### src/rtl/fsr_pkg.sv
package fsr_pkg;

  typedef enum logic [2:0] {
    OP_NONE  = 3'd0,
    OP_WEN   = 3'd1,
    OP_WDIS  = 3'd2,
    OP_SRWR  = 3'd3,
    OP_PROG  = 3'd4,
    OP_SECT  = 3'd5,
    OP_BLOCK = 3'd6,
    OP_CHIP  = 3'd7
  } fsr_op_e;

  localparam int unsigned SR_W      = 8;
  localparam int unsigned BIT_WIP   = 0;
  localparam int unsigned BIT_WEL   = 1;
  localparam int unsigned BIT_PR_LO = 2;
  localparam int unsigned BIT_LOCK  = 7;
  localparam int unsigned PCODE_W   = 3;

  // ops 3..7 modify contents or settings and need the latch
  function automatic logic op_modifies(input logic [2:0] op);
    return op >= 3'(OP_SRWR);
  endfunction

  // ops that run a self-timed cycle (same set as the modifying ops)
  function automatic logic op_timed(input logic [2:0] op);
    return op_modifies(op);
  endfunction

  // ops that target one block of the array
  function automatic logic op_targets_block(input logic [2:0] op);
    return (op == 3'(OP_PROG)) || (op == 3'(OP_SECT)) || (op == 3'(OP_BLOCK));
  endfunction

  // upper-range fence: code c in 1..blk_w fences the top (2^blk_w >> (blk_w+1-c)) blocks,
  // codes above blk_w fence all blocks, code 0 fences nothing
  function automatic logic block_fenced(input logic [2:0] pcode,
                                        input int unsigned blk,
                                        input int unsigned blk_w);
    int unsigned nblk;
    int unsigned span;
    nblk = 32'd1 << blk_w;
    if (pcode == 3'd0) return 1'b0;
    if (int'(pcode) > int'(blk_w)) return 1'b1;
    span = nblk >> (blk_w + 1 - int'(pcode));
    return blk >= (nblk - span);
  endfunction

  // assemble the readable byte; bits 6:5 are hard zero
  function automatic logic [7:0] pack_status(input logic lock, input logic [2:0] pcode,
                                             input logic wel, input logic wip);
    return {lock, 2'b00, pcode, wel, wip};
  endfunction

endpackage

### src/rtl/fsr_cmd_judge.sv
module fsr_cmd_judge
  import fsr_pkg::*;
#(
  parameter int unsigned ADDR_W = 20,
  parameter int unsigned BLK_W  = 4
) (
  input  logic              valid_i,
  input  logic [2:0]        op_i,
  input  logic [ADDR_W-1:0] addr_i,
  input  logic              busy_i,
  input  logic              wel_i,
  input  logic              lock_i,
  input  logic [2:0]        pcode_i,
  input  logic              wp_n_i,
  output logic              ok_o,
  output logic              bad_o,
  output logic              hw_lock_o,
  output logic              fenced_o
);

  localparam int unsigned BLK_HI = ADDR_W - 1;

  logic [BLK_W-1:0] blk_idx;
  logic             verdict;

  assign blk_idx   = addr_i[BLK_HI -: BLK_W];
  assign hw_lock_o = lock_i & ~wp_n_i;
  assign fenced_o  = block_fenced(pcode_i, int'(blk_idx), BLK_W);

  always_comb begin
    verdict = 1'b0;
    if (!busy_i) begin
      unique case (op_i)
        3'(OP_WEN), 3'(OP_WDIS): verdict = 1'b1;
        3'(OP_SRWR):             verdict = wel_i & ~hw_lock_o;
        3'(OP_PROG), 3'(OP_SECT), 3'(OP_BLOCK):
                                 verdict = wel_i & ~fenced_o;
        3'(OP_CHIP):             verdict = wel_i & (pcode_i == 3'd0);
        default:                 verdict = 1'b0;
      endcase
    end
  end

  assign ok_o  = valid_i & verdict;
  assign bad_o = valid_i & ~verdict;

endmodule

### src/rtl/fsr_cycle_timer.sv
module fsr_cycle_timer
  import fsr_pkg::*;
#(
  parameter int unsigned LEN_WRSR  = 4,
  parameter int unsigned LEN_PROG  = 6,
  parameter int unsigned LEN_SECT  = 8,
  parameter int unsigned LEN_BLOCK = 10,
  parameter int unsigned LEN_CHIP  = 12
) (
  input  logic       clk,
  input  logic       rst_n,
  input  logic       start_i,
  input  logic [2:0] op_i,
  output logic       active_o,
  output logic       done_o
);

  localparam int unsigned MAX_A = (LEN_WRSR > LEN_PROG) ? LEN_WRSR : LEN_PROG;
  localparam int unsigned MAX_B = (LEN_SECT > LEN_BLOCK) ? LEN_SECT : LEN_BLOCK;
  localparam int unsigned MAX_C = (MAX_A > MAX_B) ? MAX_A : MAX_B;
  localparam int unsigned MAX_LEN = (MAX_C > LEN_CHIP) ? MAX_C : LEN_CHIP;
  localparam int unsigned CNT_W = (MAX_LEN < 2) ? 1 : $clog2(MAX_LEN);

  logic [CNT_W-1:0] remain;
  logic             running;

  // cycles left after the first, per op kind
  function automatic logic [CNT_W-1:0] reload(input logic [2:0] op);
    int unsigned n;
    unique case (op)
      3'(OP_SRWR):  n = LEN_WRSR;
      3'(OP_PROG):  n = LEN_PROG;
      3'(OP_SECT):  n = LEN_SECT;
      3'(OP_BLOCK): n = LEN_BLOCK;
      default:      n = LEN_CHIP;
    endcase
    return CNT_W'(n - 1);
  endfunction

  always_ff @(posedge clk or negedge rst_n) begin
    if (!rst_n) begin
      running <= 1'b0;
      remain  <= '0;
    end else if (start_i) begin
      running <= 1'b1;
      remain  <= reload(op_i);
    end else if (running) begin
      if (remain == '0) running <= 1'b0;
      else              remain  <= remain - 1'b1;
    end
  end

  assign active_o = running;
  assign done_o   = running && (remain == '0);

endmodule

### src/rtl/fsr_reg_bank.sv
module fsr_reg_bank
  import fsr_pkg::*;
(
  input  logic       clk,
  input  logic       rst_n,
  input  logic       wel_set_i,
  input  logic       wel_clr_i,
  input  logic       stage_i,
  input  logic [3:0] stage_val_i,
  input  logic       done_i,
  output logic       wel_o,
  output logic       lock_o,
  output logic [2:0] pcode_o
);

  logic       wel_q;
  logic       lock_q;
  logic [2:0] pcode_q;
  logic [3:0] staged_q;
  logic       staged_v;

  // latch: set/clear by command, cleared when any timed cycle ends
  always_ff @(posedge clk or negedge rst_n) begin
    if (!rst_n)         wel_q <= 1'b0;
    else if (wel_set_i) wel_q <= 1'b1;
    else if (wel_clr_i) wel_q <= 1'b0;
    else if (done_i)    wel_q <= 1'b0;
  end

  // new settings wait for the end of the status-write cycle
  always_ff @(posedge clk or negedge rst_n) begin
    if (!rst_n) begin
      staged_q <= '0;
      staged_v <= 1'b0;
      lock_q   <= 1'b0;
      pcode_q  <= '0;
    end else begin
      if (stage_i) begin
        staged_q <= stage_val_i;
        staged_v <= 1'b1;
      end else if (done_i && staged_v) begin
        lock_q   <= staged_q[3];
        pcode_q  <= staged_q[2:0];
        staged_v <= 1'b0;
      end
    end
  end

  assign wel_o   = wel_q;
  assign lock_o  = lock_q;
  assign pcode_o = pcode_q;

endmodule

### src/rtl/flash_sr_guard.sv
module flash_sr_guard
  import fsr_pkg::*;
#(
  parameter int unsigned ADDR_W    = 20,
  parameter int unsigned BLK_W     = 4,
  parameter int unsigned LEN_WRSR  = 4,
  parameter int unsigned LEN_PROG  = 6,
  parameter int unsigned LEN_SECT  = 8,
  parameter int unsigned LEN_BLOCK = 10,
  parameter int unsigned LEN_CHIP  = 12
) (
  input  logic              clk,
  input  logic              rst_n,
  input  logic              wp_n,
  input  logic              cmd_valid,
  input  logic [2:0]        cmd_op,
  input  logic [ADDR_W-1:0] cmd_addr,
  input  logic [7:0]        cmd_data,
  output logic [7:0]        status_o,
  output logic              cmd_accept,
  output logic              cmd_reject,
  output logic              busy_o
);

  // named internal events, brought out for the checker
  logic       judge_ok;
  logic       judge_bad;
  logic       hw_lock;
  logic       fenced;
  logic       cycle_start;
  logic       cycle_busy;
  logic       cycle_done;
  logic       wel;
  logic       lock_bit;
  logic [2:0] pcode;
  logic       acc_q;
  logic       rej_q;

  fsr_cmd_judge #(.ADDR_W(ADDR_W), .BLK_W(BLK_W)) u_judge (
    .valid_i  (cmd_valid),
    .op_i     (cmd_op),
    .addr_i   (cmd_addr),
    .busy_i   (cycle_busy),
    .wel_i    (wel),
    .lock_i   (lock_bit),
    .pcode_i  (pcode),
    .wp_n_i   (wp_n),
    .ok_o     (judge_ok),
    .bad_o    (judge_bad),
    .hw_lock_o(hw_lock),
    .fenced_o (fenced)
  );

  assign cycle_start = judge_ok & op_timed(cmd_op);

  fsr_cycle_timer #(
    .LEN_WRSR(LEN_WRSR), .LEN_PROG(LEN_PROG), .LEN_SECT(LEN_SECT),
    .LEN_BLOCK(LEN_BLOCK), .LEN_CHIP(LEN_CHIP)
  ) u_timer (
    .clk     (clk),
    .rst_n   (rst_n),
    .start_i (cycle_start),
    .op_i    (cmd_op),
    .active_o(cycle_busy),
    .done_o  (cycle_done)
  );

  fsr_reg_bank u_bank (
    .clk        (clk),
    .rst_n      (rst_n),
    .wel_set_i  (judge_ok && cmd_op == 3'(OP_WEN)),
    .wel_clr_i  (judge_ok && cmd_op == 3'(OP_WDIS)),
    .stage_i    (judge_ok && cmd_op == 3'(OP_SRWR)),
    .stage_val_i({cmd_data[BIT_LOCK], cmd_data[BIT_PR_LO +: PCODE_W]}),
    .done_i     (cycle_done),
    .wel_o      (wel),
    .lock_o     (lock_bit),
    .pcode_o    (pcode)
  );

  always_ff @(posedge clk or negedge rst_n) begin
    if (!rst_n) begin
      acc_q <= 1'b0;
      rej_q <= 1'b0;
    end else begin
      acc_q <= judge_ok;
      rej_q <= judge_bad;
    end
  end

  assign status_o   = pack_status(lock_bit, pcode, wel, cycle_busy);
  assign cmd_accept = acc_q;
  assign cmd_reject = rej_q;
  assign busy_o     = cycle_busy;

endmodule

### config.mk
export PLATFORM = sky130hd
export DESIGN_NAME = flash_sr_guard
export DESIGN_NICKNAME = d
export VERILOG_FILES = /design/src/rtl/fsr_pkg.sv /design/src/rtl/fsr_cmd_judge.sv /design/src/rtl/fsr_cycle_timer.sv /design/src/rtl/fsr_reg_bank.sv /design/src/rtl/flash_sr_guard.sv
export SDC_FILE = /design/constraint.sdc
export NUM_CORES = 1
export LEC_CHECK = 0
export ABC_AREA = 1
export ABC_CLOCK_PERIOD_IN_PS = 4300
export BUFFER_PORTS_ARGS = -buffer_cell sky130_fd_sc_hd__buf_2
export CAP_MARGIN = 20
export CELL_PAD_IN_SITES_DETAIL_PLACEMENT = 2
export CELL_PAD_IN_SITES_GLOBAL_PLACEMENT = 2
export CORE_ASPECT_RATIO = 0.75
export CORE_MARGIN = 5
export CORE_UTILIZATION = 27
export CTS_BUF_LIST = sky130_fd_sc_hd__clkbuf_4 sky130_fd_sc_hd__clkbuf_8
export DETAILED_ROUTE_END_ITERATION = 10
export PLACE_DENSITY = 0.93
export SLEW_MARGIN = 10
export SYNTH_ARGS = -nofsm -noshare
export SYNTH_HDL_FRONTEND = slang
export SYNTH_SLANG_ARGS = --single-unit
### constraint.sdc
create_clock -name clk -period 4.3 [get_ports clk]
set_clock_uncertainty 0.15 [all_clocks]
set_input_delay 0.645 -clock clk [delete_from_list [all_inputs] [get_ports clk]]
set_output_delay 0.645 -clock clk [all_outputs]
set_load 0.005 [all_outputs]
### After elaboration in Yosys (flattened, before gate mapping)

Cells that the tools add are included.

* flip-flop bits (word level): 17
* input bits: 35
* output and inout bits: 11

* add/sub/neg operators: 4
* $lt $le $gt $ge: 3
* equal/unequal tests: 8
* shifts and indexed selects: 1
* multiplexer cells: 22
* bitwise gates (word level): 12
* reductions and logical operators: 14

Operators with widths (count)
* 4-bit by 32-bit greater-or-equal comparator with 1-bit output: 1
* 5-bit by 32-bit >> shifter with 32-bit output (first input constant): 1
* 5-bit by 32-bit subtractor with 32-bit output (first input constant): 1
* 1-bit two-way mux: 16
* 4-bit two-way mux: 4
* 4-bit one-hot mux with 4 select lines: 1
* 3-bit equality test (second input constant): 4
* 4-bit by 1-bit subtractor with 4-bit output (second input constant): 2
* 1-bit bitwise AND: 7
* 3-bit by 2-bit equality test with 1-bit output (second input constant): 2
* 1-bit logical AND: 5
* 1-bit inverter: 5
* 4-bit zero test: 1
* 1-bit one-hot mux with 4 select lines: 1
* 2-bit AND reduction: 2
* 2-bit nonzero test: 2
* 3-bit by 3-bit subtractor with 4-bit output (first input constant): 1
* 3-bit by 1-bit equality test with 1-bit output (second input constant): 1
* 3-bit by 2-bit greater-or-equal comparator with 1-bit output (second input constant): 1
* 3-bit greater-than comparator (second input constant): 1
* 3-bit zero test: 1
* 3-bit nonzero test: 1
* 3-bit OR reduction: 1
* 2-bit inequality test (second input constant): 1
* 2-bit OR reduction: 1

### Depth between registers and ports, before layout

Gate-level depths: netlist (run 1).

* depth after elaboration: 15
* mapped depth: 25
* depth with buffers taken out: 25

### Hierarchy

From an unflattened synthesis (run 1), not the netlist that was laid out.

* cells, all modules: 182
* area, all modules: 1266.2 um^2

Modules (own cells, without submodules)
* fsr_reg_bank: instances 1, cells each 42, area an instance 395.4 um^2
* fsr_cmd_judge: instances 1, cells each 69, area an instance 385.4 um^2
* fsr_cycle_timer: instances 1, cells each 51, area an instance 341.6 um^2
* flash_sr_guard: instances 1, cells each 20, area an instance 143.9 um^2

### Least setup slack after synthesis (run 1)

No wires, ideal clock.

* path type: flip-flop to flip-flop
* start: register u_bank.pcode_q[1] (netlist: u_bank.pcode_o[1])
* end: register u_timer.remain[2]
* arrival: 2.962 ns
* path slack: 1.062 ns
* cell stages (with the launch flop): 26
* buffers on the path: 0
* clock period less this slack: 3.238 ns
* cells stage by stage: dfrtp_1 > ha_1 > nor2_1 > inv_1 > nor3_1 > inv_1 > ha_1 > xor2_1 > ha_1 > nand2_1 > inv_1 > nand2_1 > nand2_1 > nand2_1 > nand2_1 > nand2_1 > nand2_2 > nand2_1 > nand4_4 > nand2_1 > o21ai_2 > ha_1 > inv_1 > nand2_1 > nand3_1 > o21ai_0

* longest elaborated chain between the ends: 14

RTL lines
* from (decl): RTL line fsr_reg_bank.sv:18 `logic [2:0] pcode_q;`
* from (signal assigned): RTL line fsr_reg_bank.sv:43 `pcode_q <= staged_q[2:0];`
* 3-bit by 3-bit subtractor with 4-bit output: RTL line fsr_pkg.sv:46 `span = nblk >> (blk_w + 1 - int'(pcode));`
* 5-bit by 32-bit >> shifter with 32-bit output: RTL line fsr_pkg.sv:46
* 5-bit by 32-bit subtractor with 32-bit output: RTL line fsr_pkg.sv:47 `return blk >= (nblk - span);`
* 4-bit by 32-bit greater-or-equal comparator with 1-bit output: RTL line fsr_pkg.sv:47
* 1-bit two-way mux: RTL line fsr_pkg.sv:46
* 1-bit two-way mux: RTL line fsr_pkg.sv:45 `if (int'(pcode) > int'(blk_w)) return 1'b1;`
* 1-bit inverter: RTL line fsr_cmd_judge.sv:37 `verdict = wel_i & ~fenced_o;`
* 1-bit bitwise AND: RTL line fsr_cmd_judge.sv:37
* 1-bit one-hot mux with 4 select lines *: RTL line fsr_cmd_judge.sv:33 `unique case (op_i)`
* 1-bit two-way mux *: RTL line fsr_cmd_judge.sv:32 `if (!busy_i) begin`
* 1-bit bitwise AND *: RTL line fsr_cmd_judge.sv:44 `assign ok_o = valid_i & verdict;`
* 1-bit bitwise AND *: RTL line flash_sr_guard.sv:54 `assign cycle_start = judge_ok & op_timed(cmd_op);`
* 2-bit inequality test (no line) or 2-bit nonzero test (tied branches)
* 2-bit AND reduction (no line)
* to (signal assigned): RTL line fsr_cycle_timer.sv:46 `remain <= reload(op_i);`
* to (signal assigned): RTL line fsr_cycle_timer.sv:49 `else remain <= remain - 1'b1;`
* to (decl): RTL line fsr_cycle_timer.sv:24 `logic [CNT_W-1:0] remain;`

Every way passes the cells marked *; elsewhere a longest branch is shown, timed or not. The select of a mux whose other input is x is not followed.
A chain may end at the register's enable or synchronous reset.

### Worst setup path in the final report (run 1)

Ends and elaborated chain as after synthesis.

==> results.md, run 1 <==
* Final setup violation count at 0
* Hpwl dp at 2500 um
* Area share of the largest cell type after synthesis at 0.368
* # hold bufs at CTS at 0
* Ports at 46
* Worst R2R Start: u_bank.pcode_o[1]$_DFFE_PN0P_
* Post-CTS sizing at 0
* Remaining DRCs at 0
* Avg WL per Cell at 13.3 um
* Flop-to-flop setup slack at 0.64 ns
* Cell Area, Synth at 0.00116 mm2
* Crit start category: register
* Drt pass-1 iters at 3
* Final hold slack at 0.155 ns
* Crit path capture type: register
* Delay-heaviest family, CP: simple AND/OR/NAND/NOR gates
* Synth Area per Inst at 7.56 um2
* Nets at 220
* Pleak at 0.759 nW
* Fmax at 273 MHz
* Crit Path Max Fanout at 8
* DR vias at 1025
* Tmin final at 3.66 ns
* Reg2Reg Depth at 25
* Max_cap viols at 0
* Synthesized instance count at 153
* Root Buffer Master: clkbuf_8
* Aggregate global-route resource usage at 0.118
* PwrDens at 682 mW/mm2
* YS warnings at 0
* Yosys top cell by area: dfrtp_1
* Hold Fails Final Rpt at 0
* Fin crit share at 0.852
* CTS buffer count at 3
* Post-synth EDFFs at 0
* Clk sinks at 17
* #FFs+latches synth at 17
* Standard-cell rows at 20
* Vias per cell at 4.44
* Setup_tns at 0 ns
* Commonest cells post-synth: nand2_1, inv_1, dfrtp_1, nor2_1
* CTS tree: yes
* IO Port Bufs at 23
* Maximum VDD drop at 0.145 mV
* Clk_lat worst skew at 0.26 ns
* Initial Util at 0.282
* Die W at 85.6 um
* Critical path's largest stage delay at 0.48 ns
* Core region area at 0.00410 mm2
* Most common cell in the netlist: nand2_1
* DR iter-0 viols at 16
* Post-DRT Antenna Nets at 0
* Detailed Route WL at 3070 um
* Unrepaired setup endpoints after global routing: no
* Critical path arrival at 3.65 ns
* Ys async rst share at 1.00
* Status: completed
* Initial antenna violation count at 0
* Buf/Inv on CP at 4
* Largest cells by area after synthesis: dfrtp_1, nand2_1, ha_1
* Vias in the first global route at 1173
* Seq/Total Area, Yosys at 0.368
* Max-slew violations at 0
* First-pass GRT wire length at 5290 um
* Die ar. at 0.00571 mm2
* FF-to-FF End: u_timer.remain[2]$_DFFE_PN0P_
* Congestion Overflow GR at 0
* Critical Path RT at 4.29 ns
* Share of cells above drive strength 1 at 0.233
* Longest Clk Path Bufs at 2
* WS Path Type: register to register
* Yosys cell types at 25
* Ys flop type: dfrtp_1
* # fillers at 505
* Clock H-tree levels at 1
* Slowest CP cell: dfrtp_1
* Worst-path clk slew at 0.07 ns
* Crit. path cell count at 25
* Largest net degree at the start of global routing at 18
* Most used cell, CP: nand2_1
* Chip height at 66.7 um
* Hold WC Path Type: primary input to async pin
* Syn-to-layout area delta at 17.2%
* Placer Congestion at 0.751
* Ant. Diodes at 0
* Post-CTS setup buffer count at 0
## area by class of cell
type / instances / area, um2 / share of cell area
Clock buffer: 3 / 41.3 / 0.0304
Clock inverter: 1 / 7.51 / 0.00554
Inverter: 29 / 109 / 0.0803
Multi-Input combinational cell: 103 / 589 / 0.435
Sequential cell: 17 / 425 / 0.314
Tap cell: 55 / 68.8 / 0.0507
Timing Repair Buffer: 23 / 115 / 0.0849
## how the worst max path moves through the flow
stage	from	to	slack, ns
floorplan	u_bank.pcode_o[1]$_DFFE_PN0P_	u_timer.remain[2]$_DFFE_PN0P_	1.06
global placement	u_bank.pcode_o[1]$_DFFE_PN0P_	u_timer.remain[2]$_DFFE_PN0P_	0.72
detailed placement	u_bank.pcode_o[1]$_DFFE_PN0P_	u_timer.remain[2]$_DFFE_PN0P_	0.58
CTS	u_bank.pcode_o[1]$_DFFE_PN0P_	u_timer.remain[2]$_DFFE_PN0P_	0.56
global route	u_bank.pcode_o[1]$_DFFE_PN0P_	u_timer.remain[2]$_DFFE_PN0P_	0.20
finish	u_bank.pcode_o[1]$_DFFE_PN0P_	u_timer.remain[2]$_DFFE_PN0P_	0.64
## report_power, final
part	internal (mW)	switching, mW	total [mW]	leakage (nW)
sequential	0.228	0.0579	0.286	0.206
clock	0.0654	0.0613	0.127	0.0217
combinational	0.198	0.314	0.512	0.532
## per-stage QoR
stage	worst slack (ns)	instance area, um2	util	cells	power [mW]
6_report	0.638	1360	0.330	231	0.925
5_1_grt	0.205	1360	0.330	231	1.04
4_1_cts	0.564	1360	0.330	231	0.944
3_5_place_dp	0.577	1310	0.319	227	0.812
3_3_place_gp	0.722	1310	0.319	227	0.767
2_1_floorplan	1.06	1160	-	154	0.662
## cell families (layout without fill, tap and decap cells)
group | Yosys count | count (layout) | synth area share
and+or+nand+nor | 73 | 73 | 0.309
DFF | 17 | 17 | 0.368
buffers and inverters | 34 | 56 | 0.126
xor gates and xnor gates | 1 | 1 | 0.00757
AOI/OAI and AO/OA | 19 | 19 | 0.0995
adders and majority gates | 8 | 8 | 0.0865
other | 1 | 2 | 0.00324
## routing by layer
metal	share of wire	routed length [um]	GRT usage	vias to the layer above
met5	0	0	0	-
met4	0.015	46	0.0356	0
met3	0.030	91	0.0210	4
met2	0.47	1450	0.207	16
met1	0.48	1470	0.147	488
li1	-	-	-	517
## layout by cell type (no fill, tap or decap)
cell type | Yosys | layout
nor2_1 | 17 | 17
ha_1 | 8 | 8
nand4_1 | 1 | 1
inv_2 | 4 | 4
nand3_1 | 6 | 6
nand3b_1 | 2 | 2
nand2_1 | 35 | 35
nor2_8 | 1 | 1
o211a_1 | 1 | 1
nand4_4 | 1 | 1
xor2_1 | 1 | 1
nand3_4 | 1 | 1
o21ai_0 | 6 | 6
nor4_1 | 1 | 1
conb_1 | 1 | 2
nor2_2 | 2 | 2
clkbuf_8 | 0 | 3
buf_2 | 0 | 23
a21oi_4 | 1 | 1
o21ai_2 | 1 | 1
inv_1 | 25 | 25
nand2_2 | 3 | 3
nor3_1 | 3 | 3
a21oi_1 | 8 | 8
o21ai_1 | 2 | 2
clkinvlp_4 | 0 | 1
dfrtp_1 | 17 | 17
## worst reg2reg max path, stage by stage (launching register included)
cell and delay [ns]:
dfrtp_1 0.48, ha_1 0.26, nor2_1 0.17, inv_1 0.10, nor3_1 0.27, inv_1 0.09, ha_1 0.23, xor2_1 0.17
ha_1 0.29, nand2_1 0.07, inv_1 0.03, nand2_1 0.05, nand2_1 0.05, nand2_1 0.05, nand2_1 0.05, nand2_1 0.07
nand2_2 0.07, nand2_1 0.11, nand4_4 0.15, nand2_1 0.13, o21ai_2 0.07, ha_1 0.21, inv_1 0.05, nand2_1 0.04
nand3_1 0.05, o21ai_0 0.08
(Power assumes the default switching activity.)
==> run 2, diff against run 1 <==
--- a/config.mk
+++ b/config.mk
@@ -12,7 +12,7 @@
 export CELL_PAD_IN_SITES_DETAIL_PLACEMENT = 2
 export CELL_PAD_IN_SITES_GLOBAL_PLACEMENT = 2
 export CORE_ASPECT_RATIO = 0.75
-export CORE_MARGIN = 5
+export CORE_MARGIN = 3
 export CORE_UTILIZATION = 27
 export CTS_BUF_LIST = sky130_fd_sc_hd__clkbuf_4 sky130_fd_sc_hd__clkbuf_8
 export DETAILED_ROUTE_END_ITERATION = 10
==> run 2 against run 1 <==
Worst setup slack worse by 0.26 ns. Hold slack worse by 0.0079 ns. Clock power increased by 3%. Critical path type unchanged. Sequential share of layout area rose by 0.087 points.
==> results.md, run 2 (synthesized netlist as in run 1, its figures left out) <==
* CTS buffer count at 3 (unchanged)
* Hpwl dp at 2360 um (was 2500 um)
* Share of cells above drive strength 1 at 0.233 (unchanged)
* Initial antenna violation count at 0 (unchanged)
* Slowest CP cell: dfrtp_1 (unchanged)
* Root Buffer Master: clkbuf_8 (unchanged)
* Delay-heaviest family, CP: simple AND/OR/NAND/NOR gates (unchanged)
* Hold Fails Final Rpt at 0 (unchanged)
* Aggregate global-route resource usage at 0.142 (was 0.118)
* Post-DRT Antenna Nets at 0 (unchanged)
* Most used cell, CP: nand2_1 (unchanged)
* Most frequent cells in the layout: nand2_1, inv_1, buf_2 (unchanged)
* Max-slew violations at 0 (unchanged)
* Unrepaired setup endpoints after global routing: no (unchanged)
* Avg WL per Cell at 14.2 um (was 13.3 um)
* Longest Clk Path Bufs at 2 (unchanged)
* WS Path Type: register to register (unchanged)
* Critical path's largest stage delay at 0.49 ns (was 0.48 ns)
* CTS tree: yes (unchanged)
* Syn-to-layout area delta at 16.9% (was 17.2%)
* Clock H-tree levels at 1 (unchanged)
* Final hold slack at 0.147 ns (was 0.155 ns)
* Ant. Diodes at 0 (unchanged)
* Commonest non-fill, non-tap cell in the layout: nand2_1 (unchanged)
* Fin crit share at 0.912 (was 0.852)
* Chip height at 62.7 um (was 66.7 um)
* Drt pass-1 iters at 4 (was 3)
* Ports at 46 (unchanged)
* Fmax at 255 MHz (was 273 MHz)
* Detailed Route WL at 3230 um (was 3070 um)
* Standard-cell rows at 19 (was 20)
* Tmin final at 3.92 ns (was 3.66 ns)
* Setup_tns at 0 ns (unchanged)
* Vias in the first global route at 1174 (was 1173)
* Clk sinks at 17 (unchanged)
* Area of the multi-input gates at 589 um2 (unchanged)
* Largest net degree at the start of global routing at 18 (unchanged)
* # fillers at 479 (was 505)
* Max_cap viols at 0 (unchanged)
* Design Power at 0.937 mW (was 0.925 mW)
* Pleak at 0.759 nW (unchanged)
* Crit Path Max Fanout at 8 (unchanged)
* Die W at 81.6 um (was 85.6 um)
* Die ar. at 0.00512 mm2 (was 0.00571 mm2)
* Vias per cell at 4.62 (was 4.44)
* Post-CTS setup buffer count at 0 (unchanged)
* Post-CTS sizing at 0 (unchanged)
* Initial Util at 0.299 (was 0.282)
* First-pass GRT wire length at 5610 um (was 5290 um)
* Congestion Overflow GR at 0 (unchanged)
* PwrDens at 693 mW/mm2 (was 682 mW/mm2)
* DR iter-0 viols at 33 (was 16)
* DR vias at 1054 (was 1025)
* Register area at 425 um2 (unchanged)
* Clk_lat worst skew at 0.26 ns (about the same)
* Status: completed (unchanged)
* Crit start category: register (unchanged)
* Critical Path RT at 4.29 ns (about the same)
* Final setup violation count at 0 (unchanged)
* IO Port Bufs at 23 (unchanged)
* Core region area at 0.00387 mm2 (was 0.00410 mm2)
* Placer Congestion at 0.782 (was 0.751)
* Nets at 220 (unchanged)
* Buf/Inv on CP at 4 (unchanged)
* Remaining DRCs at 0 (unchanged)
* Critical path arrival at 3.91 ns (was 3.65 ns)
* Maximum VDD drop at 0.155 mV (was 0.145 mV)
* Hold WC Path Type: primary input to async pin (unchanged)
* # hold bufs at CTS at 0 (unchanged)
* Worst-path clk slew at 0.07 ns (about the same)
* Crit path capture type: register (unchanged)
==> run 2: cell counts in the layout (fill, tap and decap cells not counted) <==
Identical to the previous run, type by type.
==> run 2: worst reg2reg max path: stages, from the launching register on <==
cell and delay [ns]:
dfrtp_1 0.49, ha_1 0.26, nor2_1 0.21, inv_1 0.13, nor3_1 0.39, inv_1 0.09, ha_1 0.23, xor2_1 0.17
ha_1 0.28, nand2_1 0.07, inv_1 0.04, nand2_1 0.06, nand2_1 0.04, nand2_1 0.06, nand2_1 0.05, nand2_1 0.07
nand2_2 0.07, nand2_1 0.10, nand4_4 0.15, nand2_1 0.13, o21ai_2 0.07, ha_1 0.22, inv_1 0.07, nand2_1 0.05
nand3_1 0.07, o21ai_0 0.09
==> run 2: per-stage QoR <==
stage	setup slack [ns]	instance area, um2	utilization	std cells
2_1_floorplan	1.06	1160	-	154
3_5_place_dp	0.494	1300	0.336	224
5_1_grt	0.00234	1350	0.349	228
6_report	0.379	1350	0.349	228
4_1_cts	0.352	1350	0.349	228
3_3_place_gp	0.733	1300	0.336	224
==> run 2: final cells by class <==
| cell class | count | share of cell area |
|---|---|---|
| Clock buffer | 3 | 0.0305 |
| Tap cell | 52 | 0.0481 |
| Timing Repair Buffer | 23 | 0.0851 |
| Inverter | 29 | 0.0805 |
| Multi-Input combinational cell | 103 | 0.436 |
| Sequential cell | 17 | 0.315 |
| Clock inverter | 1 | 0.00555 |
==> run 2: power by group <==
group,internal (mW),switching (mW)
clock network,0.0655,0.0656
logic,0.197,0.318
registers,0.228,0.0621
==> run 2: per-layer routing <==
layer  track usage  vias to the layer above  part of all wire
met3        0.0274                        4             0.029
met1         0.187                      515              0.47
met4        0.0436                        0             0.012
met5             0                        -                 0
met2         0.233                       16              0.49
li1              -                      519                 -
==> run 2: worst paths after layout <==
| kind | startpoint | to | slack [ns] | cells past startpoint |
|---|---|---|---|---|
| hold / removal | rst_n | cmd_accept$_DFF_PN0_ | 0.15 | 1 |
| setup / recovery | u_bank.pcode_o[1]$_DFFE_PN0P_ | u_timer.remain[2]$_DFFE_PN0P_ | 0.38 | 25 |
| min in group clk | u_bank.staged_q[0]$_DFFE_PN0P_ | u_bank.staged_q[0]$_DFFE_PN0P_ | 0.37 | 2 |
| max in group asynchronous | rst_n | u_bank.lock_o$_DFFE_PN0P_ | 3.57 | 1 |
| setup reg to reg | u_bank.pcode_o[1]$_DFFE_PN0P_ | u_timer.remain[2]$_DFFE_PN0P_ | 0.38 | 25 |
| hold reg to reg | u_bank.staged_q[0]$_DFFE_PN0P_ | u_bank.staged_q[0]$_DFFE_PN0P_ | 0.37 | 2 |
